File: src/rtl/qenc_pkg.sv
package qenc_pkg;

    // Step decision produced by the phase tracker
    typedef enum logic [1:0] {
        STEP_NONE = 2'd0,
        STEP_UP   = 2'd1,
        STEP_DN   = 2'd2
    } step_e;

    // Phase states, encoded directly as the synchronized pair {A,B}
    typedef enum logic [1:0] {
        PH_00 = 2'b00,
        PH_10 = 2'b10,
        PH_11 = 2'b11,
        PH_01 = 2'b01
    } phase_e;

    // Last counted direction
    typedef enum logic {
        DIR_UP = 1'b0,
        DIR_DN = 1'b1
    } dir_e;

endpackage

File: src/rtl/qenc_sync.sv
module qenc_sync #(
    parameter int STAGES = 2,
    parameter int WIDTH  = 2
) (
    input  logic             clk,
    input  logic             rst_n,
    input  logic [WIDTH-1:0] d_i,
    output logic [WIDTH-1:0] q_o
);
    localparam int LAST = STAGES - 1;

    logic [STAGES-1:0][WIDTH-1:0] pipe_q;

    genvar g;
    generate
        for (g = 0; g < STAGES; g++) begin : g_stage
            if (g == 0) begin : g_first
                always_ff @(posedge clk or negedge rst_n) begin
                    if (!rst_n) pipe_q[g] <= '0;
                    else        pipe_q[g] <= d_i;
                end
            end else begin : g_rest
                always_ff @(posedge clk or negedge rst_n) begin
                    if (!rst_n) pipe_q[g] <= '0;
                    else        pipe_q[g] <= pipe_q[g-1];
                end
            end
        end
    endgenerate

    assign q_o = pipe_q[LAST];

    // the output is the input delayed by exactly two edges (default depth)
    a_r5_two_stage_delay: assert property (@(posedge clk) disable iff (!rst_n)
        (STAGES == 2 && $past(rst_n)) |=> (q_o == $past(d_i, 2)));

endmodule

File: src/rtl/qenc_decoder.sv
module qenc_decoder
    import qenc_pkg::*;
(
    input  logic       clk,
    input  logic       rst_n,
    input  logic [1:0] ab_i,
    output step_e      step_o
);
    phase_e phase_q;
    phase_e phase_d;
    phase_e fwd;
    phase_e bwd;

    assign phase_d = phase_e'(ab_i);

    // State register: follows the synchronized pair every cycle
    always_ff @(posedge clk or negedge rst_n) begin
        if (!rst_n) phase_q <= PH_00;
        else        phase_q <= phase_d;
    end

    // Output logic: neighbours of the current phase decide the step
    always_comb begin
        unique case (phase_q)
            PH_00: begin fwd = PH_10; bwd = PH_01; end
            PH_10: begin fwd = PH_11; bwd = PH_00; end
            PH_11: begin fwd = PH_01; bwd = PH_10; end
            PH_01: begin fwd = PH_00; bwd = PH_11; end
        endcase
        if (phase_d == fwd)      step_o = STEP_UP;
        else if (phase_d == bwd) step_o = STEP_DN;
        else                     step_o = STEP_NONE;
    end

    // a jump to the opposite phase never yields a step
    a_r4_opposite_no_step: assert property (@(posedge clk) disable iff (!rst_n)
        (ab_i == ~phase_q) |-> (step_o == STEP_NONE));

    // the tracker keeps following inputs regardless of enable
    a_r6_phase_tracks: assert property (@(posedge clk) disable iff (!rst_n)
        $past(rst_n) |-> (phase_q == phase_e'($past(ab_i))));

    // a one-bit change always yields a step
    a_r1_single_edge_steps: assert property (@(posedge clk) disable iff (!rst_n)
        ($countones(ab_i ^ phase_q) == 1) |-> (step_o != STEP_NONE));

endmodule

File: src/rtl/qenc_wrapcnt.sv
module qenc_wrapcnt
    import qenc_pkg::*;
#(
    parameter int CNT_W = 16
) (
    input  logic             clk,
    input  logic             rst_n,
    input  logic             en_i,
    input  step_e            step_i,
    input  logic [CNT_W-1:0] limit_i,
    output logic [CNT_W-1:0] count_o
);
    localparam logic [CNT_W-1:0] ONE  = CNT_W'(1);
    localparam logic [CNT_W-1:0] ZERO = '0;

    logic [CNT_W-1:0] cnt_q;
    logic [CNT_W-1:0] cnt_d;

    always_comb begin
        cnt_d = cnt_q;
        if (en_i) begin
            unique case (step_i)
                STEP_UP:   cnt_d = (cnt_q >= limit_i) ? ZERO : cnt_q + ONE;
                STEP_DN:   cnt_d = (cnt_q == ZERO) ? limit_i : cnt_q - ONE;
                default:   cnt_d = cnt_q;
            endcase
        end
    end

    always_ff @(posedge clk or negedge rst_n) begin
        if (!rst_n) cnt_q <= ZERO;
        else        cnt_q <= cnt_d;
    end

    assign count_o = cnt_q;

    a_r2_up_wrap: assert property (@(posedge clk) disable iff (!rst_n)
        (en_i && step_i == STEP_UP && cnt_q >= limit_i) |=> (count_o == ZERO));

    a_r3_down_wrap: assert property (@(posedge clk) disable iff (!rst_n)
        (en_i && step_i == STEP_DN && cnt_q == ZERO) |=> (count_o == $past(limit_i)));

    a_r6_hold_when_idle: assert property (@(posedge clk) disable iff (!rst_n)
        (!en_i || step_i == STEP_NONE) |=> $stable(count_o));

endmodule

File: src/rtl/qenc_dirflags.sv
module qenc_dirflags
    import qenc_pkg::*;
(
    input  logic  clk,
    input  logic  rst_n,
    input  logic  en_i,
    input  step_e step_i,
    input  logic  clr_up_i,
    input  logic  clr_dn_i,
    output logic  up_flag_o,
    output logic  dn_flag_o
);
    dir_e dir_q;
    dir_e dir_d;
    logic set_up;
    logic set_dn;
    logic up_q;
    logic dn_q;

    // Next-state and event outputs
    always_comb begin
        dir_d  = dir_q;
        set_up = 1'b0;
        set_dn = 1'b0;
        if (en_i) begin
            unique case (dir_q)
                DIR_UP: if (step_i == STEP_DN) begin dir_d = DIR_DN; set_dn = 1'b1; end
                DIR_DN: if (step_i == STEP_UP) begin dir_d = DIR_UP; set_up = 1'b1; end
            endcase
        end
    end

    // State and flag registers
    always_ff @(posedge clk or negedge rst_n) begin
        if (!rst_n) begin
            dir_q <= DIR_UP;
            up_q  <= 1'b0;
            dn_q  <= 1'b0;
        end else begin
            dir_q <= dir_d;
            up_q  <= set_up | (up_q & ~clr_up_i);
            dn_q  <= set_dn | (dn_q & ~clr_dn_i);
        end
    end

    assign up_flag_o = up_q;
    assign dn_flag_o = dn_q;

    a_r7_dn_on_reversal: assert property (@(posedge clk) disable iff (!rst_n)
        (en_i && step_i == STEP_DN && dir_q == DIR_UP) |=> dn_flag_o);

    a_r7_up_on_reversal: assert property (@(posedge clk) disable iff (!rst_n)
        (en_i && step_i == STEP_UP && dir_q == DIR_DN) |=> up_flag_o);

    a_r8_up_sticky: assert property (@(posedge clk) disable iff (!rst_n)
        (up_flag_o && !clr_up_i) |=> up_flag_o);

    a_r8_dn_sticky: assert property (@(posedge clk) disable iff (!rst_n)
        (dn_flag_o && !clr_dn_i) |=> dn_flag_o);

    a_r6_no_flag_when_off: assert property (@(posedge clk) disable iff (!rst_n)
        (!en_i && !up_flag_o && !dn_flag_o) |=> (!up_flag_o && !dn_flag_o));

endmodule

File: src/rtl/quad_pos_counter.sv
module quad_pos_counter
    import qenc_pkg::*;
#(
    parameter int CNT_W       = 16,
    parameter int SYNC_STAGES = 2
) (
    input  logic             clk,
    input  logic             rst_n,
    input  logic             enc_a_i,
    input  logic             enc_b_i,
    input  logic [CNT_W-1:0] limit_i,
    input  logic             en_i,
    input  logic             clr_up_i,
    input  logic             clr_dn_i,
    input  logic             irq_en_i,
    output logic [CNT_W-1:0] count_o,
    output logic             up_flag_o,
    output logic             dn_flag_o,
    output logic             irq_o
);
    logic [1:0] ab_sync;
    step_e      step;

    qenc_sync #(.STAGES(SYNC_STAGES), .WIDTH(2)) u_sync (
        .clk   (clk),
        .rst_n (rst_n),
        .d_i   ({enc_a_i, enc_b_i}),
        .q_o   (ab_sync)
    );

    qenc_decoder u_dec (
        .clk    (clk),
        .rst_n  (rst_n),
        .ab_i   (ab_sync),
        .step_o (step)
    );

    qenc_wrapcnt #(.CNT_W(CNT_W)) u_cnt (
        .clk     (clk),
        .rst_n   (rst_n),
        .en_i    (en_i),
        .step_i  (step),
        .limit_i (limit_i),
        .count_o (count_o)
    );

    qenc_dirflags u_dir (
        .clk       (clk),
        .rst_n     (rst_n),
        .en_i      (en_i),
        .step_i    (step),
        .clr_up_i  (clr_up_i),
        .clr_dn_i  (clr_dn_i),
        .up_flag_o (up_flag_o),
        .dn_flag_o (dn_flag_o)
    );

    assign irq_o = irq_en_i & (up_flag_o | dn_flag_o);

    a_r9_irq_gated: assert property (@(posedge clk) disable iff (!rst_n)
        irq_o |-> irq_en_i);

    a_r9_irq_on_flag: assert property (@(posedge clk) disable iff (!rst_n)
        (irq_en_i && (up_flag_o || dn_flag_o)) |-> irq_o);

    a_r10_quiet_after_reset: assert property (@(posedge clk) disable iff (!rst_n)
        !$past(rst_n) |-> (count_o == '0 && !up_flag_o && !dn_flag_o));

endmodule

File: config.mk
export PLATFORM = sky130hd
export DESIGN_NAME = quad_pos_counter
export DESIGN_NICKNAME = d
export VERILOG_FILES = /design/src/rtl/qenc_pkg.sv /design/src/rtl/qenc_sync.sv /design/src/rtl/qenc_decoder.sv /design/src/rtl/qenc_wrapcnt.sv /design/src/rtl/qenc_dirflags.sv /design/src/rtl/quad_pos_counter.sv
export SDC_FILE = /design/constraint.sdc
export NUM_CORES = 1
export LEC_CHECK = 0
export ABC_AREA = 1
export BUFFER_PORTS_ARGS = -buffer_cell sky130_fd_sc_hd__buf_2
export CAP_MARGIN = 15
export CORE_MARGIN = 10
export CORE_UTILIZATION = 50
export CTS_BUF_LIST = sky130_fd_sc_hd__clkbuf_4
export CTS_CLUSTER_SIZE = 24
export DETAILED_ROUTE_END_ITERATION = 7
export GPL_ROUTABILITY_DRIVEN = 0
export PLACE_DENSITY = 0.84
export SYNTH_ARGS = -nofsm -noshare
export SYNTH_HDL_FRONTEND = slang
export SYNTH_SLANG_ARGS = --single-unit
export TNS_END_PERCENT = 50
File: constraint.sdc
create_clock -name clk -period 2.5 [get_ports clk]
set_input_delay 0.5 -clock clk [delete_from_list [all_inputs] [get_ports clk]]
set_output_delay 0.5 -clock clk [all_outputs]
set_load 0.02 [all_outputs]
Word level (Yosys, flattened, before mapping):

Index checks and enable logic that the tools add are counted.

* output and inout port bits: 19
* input port bits: 24
* flip-flop bits (word level): 25

* reduce and logical (&&, ||, !) cells: 4
* $add $sub $neg: 2
* eq/ne operators: 7
* bitwise gates (word level): 9
* muxes and demuxes: 15
* $lt $le $gt $ge: 1

Operator list (number)
* two-way mux 16 bit: 2
* one-hot mux 16 bit (2 select lines): 1
* adder 16 x 1 -> 16 bit, second input constant: 1
* >= comparator 16 bit: 1
* logical NOT 16 bit: 1
* one-hot mux 2 bit (4 select lines): 2
* subtractor 16 x 1 -> 16 bit, second input constant: 1
* two-way mux 1 bit: 7
* equality test 2 bit, second input constant: 3
* equality test 2 x 1 -> 1 bit, second input constant: 2
* equality test 2 bit: 2
* two-way mux 2 bit: 2
* AND 1 bit: 3
* inverter 1 bit: 3
* OR 1 bit: 3
* logical NOT 2 bit: 1
* one-hot mux 1 bit (2 select lines): 1
* AND reduction 2 bit: 1
* nonzero test 2 bit: 1

Logic depth before layout (Yosys ltp):

Gate-level depths: netlist of the first run.

* word-level depth: 10
* gate-level depth with buffers: 14

Modules after synthesis:

From an unflattened synthesis of the first run, not the netlist that was laid out.

* cell total of the unflattened synthesis: 443
* area total of the unflattened synthesis: 2762.6 µm²

By module, submodules not included
* qenc_wrapcnt: area each 2389.8 µm², seq. area each 400.4 µm², cells an instance 398, times used 1
* qenc_dirflags: area each 128.9 µm², seq. area each 75.1 µm², cells an instance 16, times used 1
* qenc_decoder: area each 117.6 µm², seq. area each 50.0 µm², cells an instance 20, times used 1
* qenc_sync: area each 115.1 µm², seq. area each 100.1 µm², cells an instance 6, times used 1
* quad_pos_counter: area each 11.3 µm², seq. area each 0.0 µm², cells an instance 3, times used 1

Least setup slack after synthesis of the first run:

No wires, ideal clock.

* kind: reg-to-reg
* start point: reg u_cnt.cnt_q[13], in the netlist u_cnt.count_o[13]
* end point: reg u_cnt.cnt_q[4], in the netlist u_cnt.count_o[4]
* path slack: 0.673 ns
* data arrival time: 1.749 ns
* setup time: 0.077 ns
* buffers on the path: 1
* data required time: 2.423 ns
* stages on the path, launching flop included: 10
* cell sequence: dfrtp_1 ha_1 nand2_1 inv_1 o21ai_0 nand3_1 nor2_2 buf_4 nand3b_1 a21oi_1

* word-level cells in the longest chain between the ends: 3
* elaborated cells on any way between the ends: 5
* those cells by class: order compare: 1; mux: 3; reduce/logical: 1

RTL lines
* from (decl): line qenc_wrapcnt.sv:16 `logic [CNT_W-1:0] cnt_q;`
* from (signal assigned): line qenc_wrapcnt.sv:32 `else cnt_q <= cnt_d;`
* >= comparator 16 bit / logical NOT 16 bit (equally long branches): line qenc_wrapcnt.sv:23, qenc_wrapcnt.sv:24
* two-way mux 16 bit (on tied branches): line qenc_wrapcnt.sv:23, qenc_wrapcnt.sv:24
* one-hot mux 16 bit (2 select lines) (*): line qenc_wrapcnt.sv:22 `unique case (step_i)`

Every way passes the cells marked *; elsewhere a longest branch is shown, timed or not.
A chain may end at the register's enable or synchronous reset.

Worst setup path in the final report of the first run:

* start point: reg u_cnt.cnt_q[4], in the netlist u_cnt.count_o[4]
* end point: reg u_cnt.cnt_q[15], in the netlist u_cnt.count_o[15]

* word-level cells in the longest chain between the ends: 3
* elaborated cells on any way between the ends: 7
* those cells by class: add/sub: 2; order compare: 1; mux: 3; reduce/logical: 1

RTL lines
* subtractor 16 x 1 -> 16 bit, or another cell as far along: line qenc_wrapcnt.sv:24 `STEP_DN: cnt_d = (cnt_q == ZERO) ? limit_i : cnt_q - ONE;`
* two-way mux 16 bit (on tied branches): line qenc_wrapcnt.sv:24, qenc_wrapcnt.sv:23
* one-hot mux 16 bit (2 select lines) (*): line qenc_wrapcnt.sv:22

Marks and branches as above.

==> results of run 1 <==
-- registers in the layout (all words and copies together) (netlist names) --
register	cells
u_cnt.count_o	16
u_dec.phase_q	2
u_dir.dir_q	1
u_dir.dn_flag_o	1
u_dir.up_flag_o	1
u_sync.pipe_q	2
u_sync.q_o	2
-- stage by stage --
step                std cells  setup WS, ns
finish                    546         0.263
global route              546        0.0217
CTS                       546         0.320
detailed placement        542         0.291
global placement          542         0.292
floorplan                 430         0.673
-- final cells by class --
| type | count | area share, % |
|---|---|---|
| Inverter | 58 | 7.16 |
| Sequential cell | 25 | 20.6 |
| Clock buffer | 3 | 0.741 |
| Tap cell | 70 | 2.88 |
| Timing Repair Buffer | 55 | 10.1 |
| Multi-Input combinational cell | 334 | 58.3 |
| Clock inverter | 1 | 0.247 |
-- path summary, 6_finish.rpt --
kind,endpoint,depth (start not counted),slack [ns],startpoint
hold / removal,u_cnt.count_o[5],1,0.11,rst_n
hold reg to reg,u_sync.q_o[0],0,0.37,u_sync.pipe_q[0]
setup reg to reg,u_cnt.count_o[15],12,0.26,u_cnt.count_o[4]
min in group clk,u_sync.pipe_q[1],1,0.25,enc_a_i
setup / recovery,u_cnt.count_o[15],12,0.26,u_cnt.count_o[4]
max in group asynchronous,u_cnt.count_o[9],1,1.97,rst_n
-- cells by family after synthesis --
group,Yosys count,synth area share [%]
adder cells (fa/ha/maj),19,8.80
flip-flops,25,23.1
AO/OA/AOI/OAI,38,7.27
AND/OR/NAND/NOR,265,45.6
XOR/XNOR,12,3.89
buffers and inverters,71,11.3
-- Yosys cell counts --
cell / instances / area share (%)
a21oi_1: 25 / 4.6
buf_2: 8 / 1.5
buf_4: 2 / 0.56
buf_6: 3 / 1.2
dfrtp_1: 25 / 23
ha_1: 19 / 8.8
inv_1: 56 / 7.8
inv_2: 2 / 0.28
nand2_1: 115 / 16
nand2_2: 6 / 1.4
nand2_4: 3 / 1.2
nand3_1: 44 / 8.1
nand3b_1: 4 / 1.1
nand4_1: 16 / 3.7
nor2_1: 61 / 8.5
nor2_2: 6 / 1.4
nor2_4: 5 / 2.1
nor2_8: 2 / 1.5
nor3_1: 3 / 0.56
o211ai_1: 1 / 0.28
o21a_1: 1 / 0.28
o21ai_0: 7 / 1.3
o21ai_1: 3 / 0.56
o22ai_1: 1 / 0.23
xnor2_1: 2 / 0.65
xor2_1: 10 / 3.2
-- cells in the final DEF, fill, tap and decap left out, types with 7 or more instances in the layout --
master	n
a21oi_1	25
o21ai_0	7
ha_1	19
nand3_1	44
buf_2	42
buf_4	13
nand2_1	115
nor2_1	61
nand4_1	16
dfrtp_1	25
xor2_1	10
inv_1	56
-- layer usage --
| metal | GRT usage, % | vias up |
|---|---|---|
| met5 | 0 | - |
| met4 | 8.87 | 0 |
| met1 | 22.4 | 1363 |
| met3 | 3.20 | 17 |
| met2 | 31.0 | 134 |
| li1 | - | 1462 |
-- critical path, stage by stage (launching register included) --
cell,delay [ns]
dfrtp_1,0.62
ha_1,0.31
nand2_1,0.06
inv_1,0.04
nand2_1,0.09
nor2_1,0.06
nor2_1,0.09
nand2_1,0.11
nand2_1,0.45
nand2_1,0.10
nor2_1,0.10
nor2_1,0.04
nor2_1,0.09
-- power by group --
part | switching, mW | total [mW] | internal (mW)
Sequential | 0.168 | 0.689 | 0.520
Clock | 0.153 | 0.214 | 0.0615
Combinational | 1.18 | 1.82 | 0.635
==> run metrics, run 1 <==
status=completed; Fin Setup TNS=0 ns; register area=626 um2; Crit Path Class=register to register; DR top layer=met4; wire per inst=14.4 um; Cell Rows=26; Total GRT Usage=18.5%; Root Driver=clkbuf_4; DIE WIDTH=93.5 um; Initial Util=52.2%; first-pass GRT wire length=13500 um; Crit path arrival time=2.52 ns; Design Area, Final=3040 um2; hpwl dp=6000 um; Lkg Pwr=1.69 nW; CP required=2.78 ns; Max-cap violations=0; area of the multi-input gates=1770 um2; worst-margin pin slew=0.602 ns; Port Buffers=42; # fillers=510; Post-Syn Area=2700 um2; H-tree levels=1; DRC Markers=0; drt pass-1 iters=5; Hold-fix buffers, CTS=0; clock sink count=25; Netlist cell types=26; CTS tree=yes; M1 WL=3330 um; # diodes=0; Boundary Pins=43; DR vias/cell=5.45; routed wl met2=3690 um; count of final hold-check violations=0; pins over their slew limit=0; peak supply drop=0.350 mV; CORE AREA=5170 um2; largest net degree at the start of global routing=26; critical path peak fanout=16; Util after Layout=58.8%; Max-slew headroom=59.9%; Post-Syn Nets=473; nature of the critical path endpoint=register; Congestion Overflow GR=0; clock buffer depth=2; unrepaired setup endpoints after global routing=false; nets@finish=520; metal3 WL=639 um; synthesized flop and latch total=25; Syn Inst Count=430; final period utilization=89.5%; area delta synth->final=12.5%; HP Class=primary input to async pin; cts bufs inserted=3; buffer count from post-CTS setup fixing=0; vias after detailed routing=2976; WL final=7840 um; share of layout cells above drive strength 1=17.4%; die area=8750 um2; Final setup viols=0; sequential area share after synthesis=23.1%; Startpoint Class=register; Worst Clk Skew=0.0277 ns; Avg Inst Size Synth=6.29 um2; clk_lat worst skew=0.36 ns; die height=93.5 um; drt first-iter violations=266; vias in the first global route=2974; Clock Pin Slew Worst Setup and Hold Paths=0.18 ns; min Tclk post-route=2.24 ns; Post-CTS Resized=0; DP Area=3010 um2; Routed Antenna Nets=0; worst hold slack=0.108 ns; initial antenna violation count=0; total power=2.72 mW; PwrDens=896 nW/um2; synth warn=0; f_max=447 MHz
No activity file was read; power rests on OpenSTA's default activity.
==> run 2, diff against run 1 <==
- clock period: 2.5 -> 2.6 ns (I/O delays scaled with it)
==> run 2 against run 1 <==
The run now ends with design-rule violations left. Combinational power shrank 8%. Die area is the same. Sequential share of layout area is 0.21 points higher. Sequential power up 3%. Clock-buffer cell count did not move. Worst setup slack better by 0.087 ns. Power is 4.9% lower. Final area decreased by 0.99%. Register-to-register slack improved by 0.09 ns. Critical path depth unchanged. Global-route usage grew 0.096 points. Critical path type unchanged. Largest cell class unchanged.
==> run metrics, run 2 (synthesis gave the netlist of run 1 again) <==
Routed Antenna Nets=0; Final setup viols=0; commonest non-fill, non-tap cell in the layout=nand2_1; count of final hold-check violations=0; clock buffer depth=2; Non-Filler Instances=542; drt pass-1 iters=8; f_max=445 MHz; critical path peak fanout=16; vias in the first global route=2855; pins over their slew limit=0; largest net degree at the start of global routing=26; Clock Pin Slew Worst Setup and Hold Paths=0.16 ns; Placed Cells=538; min Tclk post-route=2.25 ns; Crit path arrival time=2.55 ns; worst r2r path cells=12; wire per inst=14.5 um; H-tree levels=1; CTS tree=yes; DIE WIDTH=93.5 um; Worst Clk Skew=0.00376 ns; r2r endpoint=u_cnt.count_o[14]; CORE AREA=5170 um2; Hold-fix buffers, CTS=0; RR Startpoint=u_cnt.count_o[4]; Root Driver=clkbuf_4; Initial Util=52.2%; most frequent cells in the layout=nand2_1, nor2_1, inv_1; Boundary Pins=43; initial antenna violation count=0; nets@finish=516; peak supply drop=0.369 mV; Congestion Overflow GR=0; Startpoint Class=register; first-pass GRT wire length=13400 um; cts bufs inserted=3; total power=2.59 mW; PwrDens=861 nW/um2; unrepaired setup endpoints after global routing=false; hpwl dp=6050 um; DP Area=2980 um2; DRC Markers=2; drt first-iter violations=319; Crit Path Class=register to register; buffer count from post-CTS setup fixing=0; area delta synth->final=11.3%; worst-margin pin slew=0.600 ns; Post-CTS Resized=0; HP Class=primary input to async pin; Design Area, Final=3010 um2; status=complete, but fails checks; nature of the critical path endpoint=register; Setup crit end=u_cnt.count_o[14]; clk_lat worst skew=0.34 ns; Lkg Pwr=1.67 nW; die area=8750 um2; max reg flops=16; CP required=2.90 ns; Cell Rows=26; Port Buffers=42; clock sink count=25; # fillers=490; area of the multi-input gates=1770 um2; # diodes=0; Total GRT Usage=18.6%; Crit. Startpoint=u_cnt.count_o[4]; share of layout cells above drive strength 1=16.7%; Fin Setup TNS=0 ns; DR vias/cell=5.51; r2r setup slk=0.35 ns; failing checks=design-rule violations; register area=626 um2; Max-cap violations=0; WL final=7860 um; Max-slew headroom=60.0%; vias after detailed routing=2984; die height=93.5 um; final period utilization=86.5%
run 2: cell types whose count changed in the layout (fill, tap and decap cells not counted), sizes merged:
cell | before | now
buf | 55 | 51
run 2: worst min-delay path by stage:
stage	end	from	cells past startpoint
floorplan	u_cnt.count_o[0]	rst_n	0
global placement	u_sync.q_o[1]	u_sync.pipe_q[1]	0
detailed placement	u_sync.q_o[0]	u_sync.pipe_q[0]	0
CTS	u_cnt.count_o[5]	rst_n	1
global route	u_cnt.count_o[14]	rst_n	1
finish	u_cnt.count_o[5]	rst_n	1
run 2: metrics by stage:
step / worst slack [ns] / util [%] / hold slack [ns]
detailed placement: 0.308 / 57.6 / 0.336
global route: 0.138 / 58.2 / 0.171
finish: 0.351 / 58.2 / 0.152
global placement: 0.351 / 57.6 / 0.333
floorplan: 0.773 / - / 0.224
CTS: 0.403 / 58.2 / 0.172
run 2: area by class of cell:
type                    count  area share, %
multi-input cells         334           58.8
well taps                  70           2.91
flip-flops and latches     25           20.8
clock inverters             1          0.249
repair buffers             51           9.23
clock buffers               3          0.748
inverters                  58           7.23
run 2: metal layers:
metal  routed length, um  share of wire, %  up-vias  global-route usage (%)
met4                 281               3.6        0                    8.87
met1                3230                41     1360                    22.9
met2                3630                46      137                    29.9
li1                    -                 -     1463                       -
met3                 717               9.1       24                    4.40
met5                   0                 0        -                       0
run 2: worst max-delay path, cell delays in order, from the launching register on:
cell,delay (ns)
dfrtp_1,0.62
ha_1,0.31
nand2_1,0.05
inv_1,0.03
nand2_1,0.09
nor2_1,0.05
nor2_1,0.09
nand2_1,0.12
nand2_1,0.47
nand3_1,0.15
nand2_1,0.11
nand2_1,0.05
nand2_1,0.06
run 2: where the power goes:
part           internal (mW)  switching, mW  total (mW)
clock                 0.0590          0.143       0.202
combinational          0.589           1.09        1.68
sequential             0.500          0.209       0.709
total                   1.15           1.44        2.59
==> run 3, diff against run 2 <==
- ABC_AREA: 1 -> 0
- PLACE_DENSITY: 0.84 -> 0.86
==> run 3 against run 2 <==
The flow now finishes without violations. Non-clock buffer count up 6. Routed wire length fell by 26%. Flip-flop and latch count did not move. Cell count shrank 34%. Power fell by 20%. Sequential share of layout area up 4.5 points. Die area shrank 17%. Worst setup slack lost 0.18 ns. Critical endpoint is now u_cnt.count_o[15]. Largest cell class unchanged. Largest power group unchanged.
==> run metrics, run 3 <==
hpwl dp=4460 um; Root Driver=clkbuf_4; vias in the first global route=2086; Post-CTS Resized=0; CP max stage delay=0.49 ns; Congestion Overflow GR=0; f_max=412 MHz; Buf+Inv Stages, Crit Path=1; drt first-iter violations=184; Final setup viols=0; Cell Rows=23; # diodes=0; nature of the critical path endpoint=register; Synth Area in Adders=11.1%; critical path depth=8; DRC Markers=0; Synth Area in Compound Gates=21.6%; Synth Area in XOR/XNOR=6.13%; Syn Inst Count=263; clock buffer depth=2; worst-margin pin slew=0.703 ns; clock sink count=25; nets@finish=351; Post-synth EDFFs=0; drt pass-1 iters=5; Post-Syn Area=2140 um2; Crit Path Class=register to register; WL final=5810 um; peak supply drop=0.395 mV; initial antenna violation count=0; Lkg Pwr=1.19 nW; area delta synth->final=15.8%; Yosys top cell by area=dfrtp_1; # fillers=369; buffer count from post-CTS setup fixing=0; Port Buffers=42; min Tclk post-route=2.43 ns; synth warn=0; largest family of logic cells by synthesized area=simple AND/OR/NAND/NOR gates; Routed Antenna Nets=0; total power=2.06 mW; die area=7300 um2; PwrDens=831 nW/um2; commonest non-fill, non-tap cell in the layout=buf_2; count of final hold-check violations=0; clk_lat worst skew=0.34 ns; CP max-delay cell=dfrtp_1; Startpoint Class=register; grt met2 use=26.0%; max reg flops=16; most common cell in the netlist=nor2_1; most frequent cells in the layout=buf_2, nor2_1, dfrtp_1; DR vias/cell=6.02; vias after detailed routing=2148; DIE WIDTH=85.5 um; most used routing layer=met2; pins over their slew limit=0; Netlist cell types=46; Hold-fix buffers, CTS=0; Placed Cells=353; die height=85.5 um; H-tree levels=1; Crit. Startpoint=u_cnt.count_o[9]; final period utilization=93.4%; CP required=2.85 ns; Initial Util=52.4%; first-pass GRT wire length=9690 um; Util after Layout=60.7%; Non-Filler Instances=357; largest net degree at the start of global routing=26; Avg Inst Size Synth=8.14 um2; GR Layer Usage met1=20.2%; worst hold slack=0.148 ns; Post-synth ARST share=100%; HP Class=primary input to async pin; Post-Syn Nets=306; worst path cell trace=ha_1 > and4_1 > nor3b_1 > a311oi_1 > o211ai_1 > buf_4 > o21ai_0 > a221o_1; worst r2r path cells=8; Synth Area in Simple Gates=24.1%; Boundary Pins=43; most frequent cells after synthesis=nor2_1, dfrtp_1, o21ai_0; Worst Clk Skew=0.00666 ns; main area contributors after synthesis=dfrtp_1, ha_1, o21ai_0; area share of the largest cell type after synthesis=29.2%; status=completed; synthesized flop and latch total=25; cell family with most CP delay=compound AO/OA/AOI/OAI gates; cts bufs inserted=3; RR Startpoint=u_cnt.count_o[9]; Total GRT Usage=15.7%; met3 global-route usage=3.15%; Max-cap violations=0; CORE AREA=4090 um2; multiplexer area fraction after synthesis=0.467%; Max-slew headroom=53.0%; wire per inst=16.3 um; sequential area share after synthesis=29.2%; share of layout cells above drive strength 1=21.2%; critical path peak fanout=11; Clock Pin Slew Worst Setup and Hold Paths=0.15 ns; Fin Setup TNS=0 ns; Crit path arrival time=2.67 ns; Post-synth top flop=dfrtp_1; CTS tree=yes
run 3: cell count changes in the layout (fill, tap and decap cells not counted), sizes merged, moves of 8 or more:
| cell | change |
|---|---|
| a221o | +8 |
| o21ai | +12 |
| inv | -38 |
| nor2b | +9 |
| nand2 | -106 |
| nand3 | -39 |
| a211oi | +13 |
| nand4 | -11 |
| a21oi | -15 |
| nor2 | -48 |
run 3: report_power, final:
part           internal [mW]  leakage, nW  switching (mW)
sequential             0.498        0.308           0.194
clock                 0.0591       0.0139           0.133
combinational          0.502        0.868           0.674
total                   1.06         1.19            1.00
run 3: final cells by class:
| type | instances | area [um2] | share of cell area, % |
|---|---|---|---|
| well taps | 50 | 62.6 | 2.52 |
| clock inverters | 1 | 7.51 | 0.303 |
| multi-input cells | 201 | 1360 | 55.0 |
| inverters | 20 | 75.1 | 3.03 |
| repair buffers | 57 | 323 | 13.0 |
| flip-flops and latches | 25 | 627 | 25.3 |
| clock buffers | 3 | 22.5 | 0.908 |
run 3: cell families after synthesis:
logic type | count (synthesis)
AO/OA/AOI/OAI | 68
adder cells (fa/ha/maj) | 19
XOR/XNOR | 15
flip-flops | 25
multiplexers | 1
AND/OR/NAND/NOR | 98
buffers and inverters | 37
run 3: worst paths after layout:
kind	slack [ns]	endpoint
setup / recovery	0.17	u_cnt.count_o[15]
hold / removal	0.15	u_cnt.count_o[3]
setup reg to reg	0.17	u_cnt.count_o[15]
hold reg to reg	0.37	u_sync.q_o[0]
max in group asynchronous	2.04	u_cnt.count_o[8]
min in group clk	0.28	u_sync.pipe_q[0]
run 3: per-layer routing:
layer | routed length, um | vias up
met3 | 434 | 12
met2 | 2670 | 100
met5 | 0 | -
met1 | 2630 | 1000
li1 | - | 1036
met4 | 75 | 0
run 3: stage by stage:
| step | setup WS [ns] | instance area, um2 |
|---|---|---|
| 2_1_floorplan | 0.152 | 2140 |
| 3_3_place_gp | 0.139 | 2440 |
| 3_5_place_dp | 0.0759 | 2440 |
| 4_1_cts | 0.175 | 2470 |
| 5_1_grt | -0.00101 | 2480 |
| 6_report | 0.173 | 2480 |
